$ cat src/rtl/fge_pkg.sv
// Shared constants for the fetch group extractor.
// Assumes fixed 4-byte instructions.
package fge_pkg;
    localparam int INST_BYTES = 4;
    localparam int INST_BITS  = 32;
endpackage

$ cat src/rtl/fge_word_select.sv
// Picks, for each group position, the line word at start index + position.
// Assumes LINE_BYTES/4 is a power of two and FETCH_W <= LINE_BYTES/4.
module fge_word_select #(
    parameter int LINE_BYTES = 32,
    parameter int FETCH_W    = 4,
    localparam int IW        = fge_pkg::INST_BITS,
    localparam int WORDS     = LINE_BYTES / fge_pkg::INST_BYTES,
    localparam int IDX_W     = $clog2(WORDS)
) (
    input  logic [LINE_BYTES*8-1:0] line_data,
    input  logic [IDX_W-1:0]        start_idx,
    output logic [FETCH_W*IW-1:0]   slot_word,
    output logic [FETCH_W-1:0]      slot_in_line
);
    logic [IW-1:0] words [WORDS];

    for (genvar w = 0; w < WORDS; w++) begin : g_split
        assign words[w] = line_data[w*IW +: IW];
    end

    for (genvar s = 0; s < FETCH_W; s++) begin : g_slot
        logic [IDX_W:0] pos;
        // purpose: locate the line word feeding group position s
        always_comb begin
            pos = {1'b0, start_idx} + (IDX_W+1)'(s);
            slot_in_line[s] = pos < (IDX_W+1)'(WORDS);
            slot_word[s*IW +: IW] = slot_in_line[s] ? words[pos[IDX_W-1:0]] : '0;
        end
    end
endmodule

$ cat src/rtl/fge_slot_walker.sv
// Walks the group positions in order, producing slot PCs, predicted next PCs,
// the emit mask and the final PC pair. Stops after the line end, a
// non-sequential successor or a quiesce instruction. Purely combinational.
module fge_slot_walker #(
    parameter int FETCH_W = 4,
    parameter int ADDR_W  = 32,
    localparam int CW     = $clog2(FETCH_W+1)
) (
    input  logic [ADDR_W-1:0]         pc,
    input  logic [ADDR_W-1:0]         npc,
    input  logic [FETCH_W-1:0]        in_line,
    input  logic [FETCH_W-1:0]        is_ctrl,
    input  logic [FETCH_W-1:0]        pred_taken,
    input  logic [FETCH_W*ADDR_W-1:0] pred_tgt,
    input  logic [FETCH_W-1:0]        is_quiesce,
    output logic [FETCH_W-1:0]        emit_mask,
    output logic [FETCH_W*ADDR_W-1:0] slot_pc,
    output logic [FETCH_W*ADDR_W-1:0] slot_next,
    output logic [FETCH_W-1:0]        slot_taken,
    output logic [ADDR_W-1:0]         final_pc,
    output logic [ADDR_W-1:0]         final_npc,
    output logic                      hit_quiesce,
    output logic [CW-1:0]             n_emit,
    output logic [CW-1:0]             n_branch,
    output logic [CW-1:0]             n_taken
);
    localparam logic [ADDR_W-1:0] STEP = ADDR_W'(fge_pkg::INST_BYTES);

    logic [ADDR_W-1:0] cur, cn, nx, nn;
    logic              alive;

    // purpose: sequential next-PC walk across the group positions
    always_comb begin
        cur = pc;
        cn = npc;
        nx = '0;
        nn = '0;
        alive = 1'b1;
        emit_mask = '0;
        slot_pc = '0;
        slot_next = '0;
        slot_taken = '0;
        hit_quiesce = 1'b0;
        n_emit = '0;
        n_branch = '0;
        n_taken = '0;
        for (int i = 0; i < FETCH_W; i++) begin
            if (alive && in_line[i]) begin
                if (is_ctrl[i]) begin
                    nx = pred_taken[i] ? pred_tgt[i*ADDR_W +: ADDR_W] : cur + STEP;
                    nn = nx + STEP;
                    slot_taken[i] = pred_taken[i];
                    n_branch = n_branch + CW'(1);
                    if (pred_taken[i]) n_taken = n_taken + CW'(1);
                end else begin
                    nx = cn;
                    nn = cn + STEP;
                end
                emit_mask[i] = 1'b1;
                slot_pc[i*ADDR_W +: ADDR_W] = cur;
                slot_next[i*ADDR_W +: ADDR_W] = nx;
                n_emit = n_emit + CW'(1);
                if (is_quiesce[i]) hit_quiesce = 1'b1;
                alive = (nx == cur + STEP) && !is_quiesce[i];
                cur = nx;
                cn = nn;
            end else begin
                alive = 1'b0;
            end
        end
        final_pc = cur;
        final_npc = cn;
    end
endmodule

$ cat src/rtl/fge_sat_counter.sv
// Event counter that adds a small increment each cycle and sticks at all-ones.
module fge_sat_counter #(
    parameter int CNT_W = 16,
    parameter int INC_W = 3
) (
    input  logic             clk,
    input  logic             rst_n,
    input  logic [INC_W-1:0] inc,
    output logic [CNT_W-1:0] count
);
    logic [CNT_W:0] sum;

    // purpose: widened sum so overflow is visible
    always_comb sum = {1'b0, count} + (CNT_W+1)'(inc);

    // purpose: accumulate with saturation
    always_ff @(posedge clk) begin
        if (!rst_n)       count <= '0;
        else if (sum[CNT_W]) count <= '1;
        else              count <= sum[CNT_W-1:0];
    end
endmodule

$ cat src/rtl/fetch_group_extractor.sv
// Fetch group extractor: holds one thread's PC/NPC, cuts a group of up to
// FETCH_W 4-byte instructions from a supplied cache line per accepted
// request, and registers the group for decode. A fault turns the group into
// one no-op and parks the thread; a quiesce also parks it; a redirect
// reloads the PC pair and releases it.
// Assumes the supplied line is the one containing cur_pc.
module fetch_group_extractor #(
    parameter int          LINE_BYTES = 32,
    parameter int          FETCH_W    = 4,
    parameter int          ADDR_W     = 32,
    parameter int          CNT_W      = 16,
    parameter logic [31:0] NOP_WORD   = 32'h0000_0013,
    localparam int IW    = fge_pkg::INST_BITS,
    localparam int WORDS = LINE_BYTES / fge_pkg::INST_BYTES,
    localparam int IDX_W = $clog2(WORDS),
    localparam int OFF_W = $clog2(LINE_BYTES),
    localparam int CW    = $clog2(FETCH_W+1)
) (
    input  logic                      clk,
    input  logic                      rst_n,
    input  logic                      redir_valid,
    input  logic [ADDR_W-1:0]         redir_pc,
    input  logic [ADDR_W-1:0]         redir_npc,
    input  logic                      grp_req,
    input  logic [LINE_BYTES*8-1:0]   line_data,
    input  logic                      fetch_fault,
    input  logic [FETCH_W-1:0]        slot_is_ctrl,
    input  logic [FETCH_W-1:0]        slot_pred_taken,
    input  logic [FETCH_W*ADDR_W-1:0] slot_pred_tgt,
    input  logic [FETCH_W-1:0]        slot_is_quiesce,
    output logic                      out_valid,
    output logic [FETCH_W-1:0]        out_mask,
    output logic [CW-1:0]             out_count,
    output logic [FETCH_W*IW-1:0]     out_inst,
    output logic [FETCH_W*ADDR_W-1:0] out_pc,
    output logic [FETCH_W*ADDR_W-1:0] out_next_pc,
    output logic [FETCH_W-1:0]        out_taken,
    output logic                      out_fault,
    output logic [ADDR_W-1:0]         cur_pc,
    output logic [ADDR_W-1:0]         cur_npc,
    output logic                      trap_pending,
    output logic                      quiesce_pending,
    output logic [CNT_W-1:0]          cnt_inst,
    output logic [CNT_W-1:0]          cnt_branch,
    output logic [CNT_W-1:0]          cnt_taken
);
    logic [FETCH_W*IW-1:0]     w_word;
    logic [FETCH_W-1:0]        w_in_line;
    logic [FETCH_W-1:0]        k_mask;
    logic [FETCH_W*ADDR_W-1:0] k_pc, k_next;
    logic [FETCH_W-1:0]        k_taken;
    logic [ADDR_W-1:0]         k_fpc, k_fnpc;
    logic                      k_quiesce;
    logic [CW-1:0]             k_emit, k_branch, k_taken_n;
    logic                      accept;

    logic [FETCH_W-1:0]        n_mask;
    logic [CW-1:0]             n_count;
    logic [FETCH_W*IW-1:0]     n_inst, masked_inst;
    logic [FETCH_W*ADDR_W-1:0] n_pc, n_next;
    logic [FETCH_W-1:0]        n_taken;
    logic                      n_fault;
    logic [CW-1:0]             inc_inst, inc_br, inc_tk;

    fge_word_select #(.LINE_BYTES(LINE_BYTES), .FETCH_W(FETCH_W)) u_sel (
        .line_data    (line_data),
        .start_idx    (cur_pc[OFF_W-1:2]),
        .slot_word    (w_word),
        .slot_in_line (w_in_line)
    );

    fge_slot_walker #(.FETCH_W(FETCH_W), .ADDR_W(ADDR_W)) u_walk (
        .pc          (cur_pc),
        .npc         (cur_npc),
        .in_line     (w_in_line),
        .is_ctrl     (slot_is_ctrl),
        .pred_taken  (slot_pred_taken),
        .pred_tgt    (slot_pred_tgt),
        .is_quiesce  (slot_is_quiesce),
        .emit_mask   (k_mask),
        .slot_pc     (k_pc),
        .slot_next   (k_next),
        .slot_taken  (k_taken),
        .final_pc    (k_fpc),
        .final_npc   (k_fnpc),
        .hit_quiesce (k_quiesce),
        .n_emit      (k_emit),
        .n_branch    (k_branch),
        .n_taken     (k_taken_n)
    );

    for (genvar s = 0; s < FETCH_W; s++) begin : g_mask
        assign masked_inst[s*IW +: IW] = k_mask[s] ? w_word[s*IW +: IW] : '0;
    end

    // purpose: a request counts only when no redirect and the thread is not parked
    always_comb accept = grp_req && !redir_valid && !trap_pending && !quiesce_pending;

    // purpose: choose the group to register: fault no-op, walked group or empty
    always_comb begin
        n_mask = '0;
        n_count = '0;
        n_inst = '0;
        n_pc = '0;
        n_next = '0;
        n_taken = '0;
        n_fault = 1'b0;
        inc_inst = '0;
        inc_br = '0;
        inc_tk = '0;
        if (accept && fetch_fault) begin
            n_mask = FETCH_W'(1);
            n_count = CW'(1);
            n_inst[IW-1:0] = NOP_WORD;
            n_pc[ADDR_W-1:0] = cur_pc;
            n_next[ADDR_W-1:0] = cur_npc;
            n_fault = 1'b1;
        end else if (accept) begin
            n_mask = k_mask;
            n_count = k_emit;
            n_inst = masked_inst;
            n_pc = k_pc;
            n_next = k_next;
            n_taken = k_taken;
            inc_inst = k_emit;
            inc_br = k_branch;
            inc_tk = k_taken_n;
        end
    end

    // purpose: register the group outputs for decode
    always_ff @(posedge clk) begin
        if (!rst_n) begin
            out_valid <= 1'b0;
            out_mask <= '0;
            out_count <= '0;
            out_inst <= '0;
            out_pc <= '0;
            out_next_pc <= '0;
            out_taken <= '0;
            out_fault <= 1'b0;
        end else begin
            out_valid <= accept;
            out_mask <= n_mask;
            out_count <= n_count;
            out_inst <= n_inst;
            out_pc <= n_pc;
            out_next_pc <= n_next;
            out_taken <= n_taken;
            out_fault <= n_fault;
        end
    end

    // purpose: thread PC pair and parking flags
    always_ff @(posedge clk) begin
        if (!rst_n) begin
            cur_pc <= '0;
            cur_npc <= ADDR_W'(fge_pkg::INST_BYTES);
            trap_pending <= 1'b0;
            quiesce_pending <= 1'b0;
        end else if (redir_valid) begin
            cur_pc <= redir_pc;
            cur_npc <= redir_npc;
            trap_pending <= 1'b0;
            quiesce_pending <= 1'b0;
        end else if (accept && fetch_fault) begin
            trap_pending <= 1'b1;
        end else if (accept) begin
            cur_pc <= k_fpc;
            cur_npc <= k_fnpc;
            if (k_quiesce) quiesce_pending <= 1'b1;
        end
    end

    fge_sat_counter #(.CNT_W(CNT_W), .INC_W(CW)) u_cnt_inst (
        .clk(clk), .rst_n(rst_n), .inc(inc_inst), .count(cnt_inst));
    fge_sat_counter #(.CNT_W(CNT_W), .INC_W(CW)) u_cnt_br (
        .clk(clk), .rst_n(rst_n), .inc(inc_br), .count(cnt_branch));
    fge_sat_counter #(.CNT_W(CNT_W), .INC_W(CW)) u_cnt_tk (
        .clk(clk), .rst_n(rst_n), .inc(inc_tk), .count(cnt_taken));
endmodule

$ cat config.mk
export PLATFORM = sky130hd
export DESIGN_NAME = fetch_group_extractor
export DESIGN_NICKNAME = d
export VERILOG_FILES = /design/src/rtl/fge_pkg.sv /design/src/rtl/fge_word_select.sv /design/src/rtl/fge_slot_walker.sv /design/src/rtl/fge_sat_counter.sv /design/src/rtl/fetch_group_extractor.sv
export SDC_FILE = /design/constraint.sdc
export NUM_CORES = 2
export LEC_CHECK = 0
export CAP_MARGIN = 20
export CORE_AREA = 4 4 376 378
export DETAILED_ROUTE_END_ITERATION = 16
export DIE_AREA = 0 0 380 382
export PLACE_DENSITY = 0.52
export RECOVER_POWER = 25
export SETUP_SLACK_MARGIN = 0.02
export SYNTH_ARGS = -nofsm -noshare
export SYNTH_HDL_FRONTEND = slang
export SYNTH_HIERARCHICAL = 1
export SYNTH_SLANG_ARGS = --single-unit
$ cat constraint.sdc
create_clock -name clk -period 38.3 [get_ports clk]
set_clock_uncertainty 0.2 [all_clocks]
set_input_delay 7.66 -clock clk [delete_from_list [all_inputs] [get_ports clk]]
set_output_delay 7.66 -clock clk [all_outputs]
set_load 0.02 [all_outputs]
==> flow_summary.ini <==
[run_status]
outcome = finished, violations left
violations = max-capacitance violations, max-slew violations

[sta]
period_minus_slack_ps = 19760
worstMarginPinSlew_ps = 3450
period_share_pct = 51.6
rsz0062_at_grt = no
fin_tns_setup_ps = 0
setup_violations = 0
final-max-slew-violation-count = 132
maxSlewHeadroom_pct = -130
hold_violations = 0
fmax_mhz = 50.6

[synth]
synth_most_common_cell = nor2_1
syn_nets = 5637
yosys.area_share.simple_pct = 26.8
synth.distinct_cells = 126
synth_edf_count = 0
synth_top_family_by_area = simple AND/OR/NAND/NOR gates
synth-seq-cells = 511
postSynthCellCount = 5138
synth_top_cell_area_share_pct = 24.0
mappedNetlistArea_sq_mm = 0.0426
synthTopCellsByCount = nor2_1, dfxtp_1, nand2_1
seq_area_frac_synth_pct = 24.0
synthTopCellsByArea = dfxtp_1, mux4_2, nor2_1
muxShareOfSynthArea_pct = 17.3
synthXorXnorAreaFrac_pct = 6.15
synth_top_area_cell = dfxtp_1
synth_fa_ha_area_share_pct = 1.05
synth_compound_area_share_pct = 19.3
yosysWarnings = 6
ys.flop_type = dfxtp_1
syn_avg_cell_area_sq_um = 8.29
synthArstFlopShare_pct = 0

[drt]
vias_per_cell = 6.22
drt_iter0_drc = 6463
wl_per_cell_microns = 37.0
antenna_left = 0
drc = 0
routed_wl_microns = 289000
dr.pass1.iters = 8
vias = 48684

[pwr]
total_power_uw = 1900
p_leak_uw = 0.0213
power_density_mw_per_mm2 = 33.7
ir_drop_mv = 0.0250

[critical_path]
crit_fanout = 59
cp_data_arrival_time_ps = 20170
crit_slowest_cell = inv_2
cp.required_ps = 38710
max_stage_delay_ps = 930
path_class = primary input to flop
cp-end-kind = flop
crit_top_cell = nand4_1
critPathLaunchType = primary input

[clock_network]
cts_tree = yes
clock_sinks = 511
clockRootBuffer = clkbuf_16
htree_num_levels = 3
clock_latency_ps = 680
clockBufferDepth = 3
clkTransAtPathRegs_ps = 60
cts_resized = 0
cts_buffers = 68
cts_setup_buffers = 0
hold_buffers = 0

[floorplan]
io_pins = 976
dieArea_sq_mm = 0.145
coreArea_sq_mm = 0.137
die_w_microns = 380
std_cell_rows = 136
die_h_microns = 382
start_util_pct = 31.0

[flow_run]
maxCapViolations = 2

[cells_and_area]
syn_to_final_growth_pct = 32.5
layout-drive-gt1-share_pct = 12.9
fin_nets = 6417
fill_cells = 14031
regArea_sq_mm = 0.0102
multi_input_area_sq_mm = 0.0302

[global_route]
grt_pass1_wl_microns = 388000
track_usage_pct = 37.7
grt_antenna_before_repair = 76
grt-ovfl-total = 0
grt_pass1_vias = 45039
grt_max_degree = 221

[placed_design]
hpwl_microns = 228000
gp_congestion = 1.04
place.port_buffers = 975

[hold_path]
hold_class = flop to flop
## flip-flops by register name, indices dropped and copies added (netlist names)
| signal | flops |
|---|---|
| out_inst | 128 |
| out_next_pc | 128 |
| out_pc | 128 |
| cur_npc | 32 |
| cur_pc | 32 |
| u_cnt_br/count | 16 |
| u_cnt_inst/count | 16 |
| u_cnt_tk/count | 16 |
| out_mask | 4 |
| out_taken | 4 |
| out_count | 3 |
| out_fault | 1 |
| out_valid | 1 |
| quiesce_pending | 1 |
| trap_pending | 1 |
## power by group
| group | switching, uW | internal [uW] |
|---|---|---|
| Clock | 280 | 414 |
| Combinational | 411 | 243 |
| Sequential | 14.7 | 539 |
| Total | 706 | 1200 |
## cell families after synthesis
group           after synthesis
compound gates             1189
xor+xnor                    287
fa+ha+maj                    34
buf+inv                     505
flops                       511
mux                         475
other cells                   1
simple gates               2136
## area by class of cell
cell class	count	share of cell area (%)
multi-input cells	4122	53.5
repair buffers	1134	19.4
flip-flops and latches	511	18.1
well taps	1794	3.97
clock buffers	96	3.52
clock inverters	29	0.742
inverters	81	0.547
diodes	54	0.239
## metal layers
| layer | GRT usage (%) | vias up | part of all wire, % |
|---|---|---|---|
| met5 | 0 | - | 0.088 |
| met2 | 55.0 | 3470 | 42 |
| met1 | 50.5 | 23938 | 41 |
| met4 | 18.9 | 38 | 5.8 |
| li1 | - | 20670 | - |
| met3 | 11.1 | 568 | 12 |
## per-stage QoR
stage	cells	hold WS, ps	worst slack [ps]	area (sq um)	utilization (%)
6_report	7821	328	18540	56500	41.1
3_3_place_gp	7636	309	18410	53900	39.2
5_1_grt	7793	362	18090	56400	41.0
2_1_floorplan	5138	365	19890	42600	-
3_5_place_dp	7641	315	18260	53900	39.2
4_1_cts	7766	326	18970	56300	41.0
## placed cells by master, fill, tap and decap left out, types with 194 or more instances in the layout
master and instances:
o21ai_0 253, dfxtp_1 508, a21oi_1 198, nor2_1 541, clkdlybuf4s50_1 718, and2_1 271
xnor2_1 196, nand2_1 335, dlygate4sd3_1 249, mux4_2 194
## worst paths after layout
path                                   end                         start  depth (start not counted)  slack (ps)
min reg2reg   quiesce_pending$_SDFFE_PP0P_  quiesce_pending$_SDFFE_PP0P_                          2         330
min           quiesce_pending$_SDFFE_PP0P_  quiesce_pending$_SDFFE_PP0P_                          2         330
max          u_cnt_br/count[14]$_SDFF_PN0_               slot_is_ctrl[0]                         39       18540
max reg2reg  u_cnt_br/count[14]$_SDFF_PN0_        cur_pc[3]$_SDFFE_PN0P_                         37       23650
## worst max-delay path: cells and delay by family
family	cells	cell delay, ps
and+or+nand+nor	19	5740
xor gates and xnor gates	2	410
buffers and inverters	6	2800
adders and majority gates	3	740
AOI/OAI and AO/OA	9	2640
Note: power is estimated with default switching activity, not from simulation.
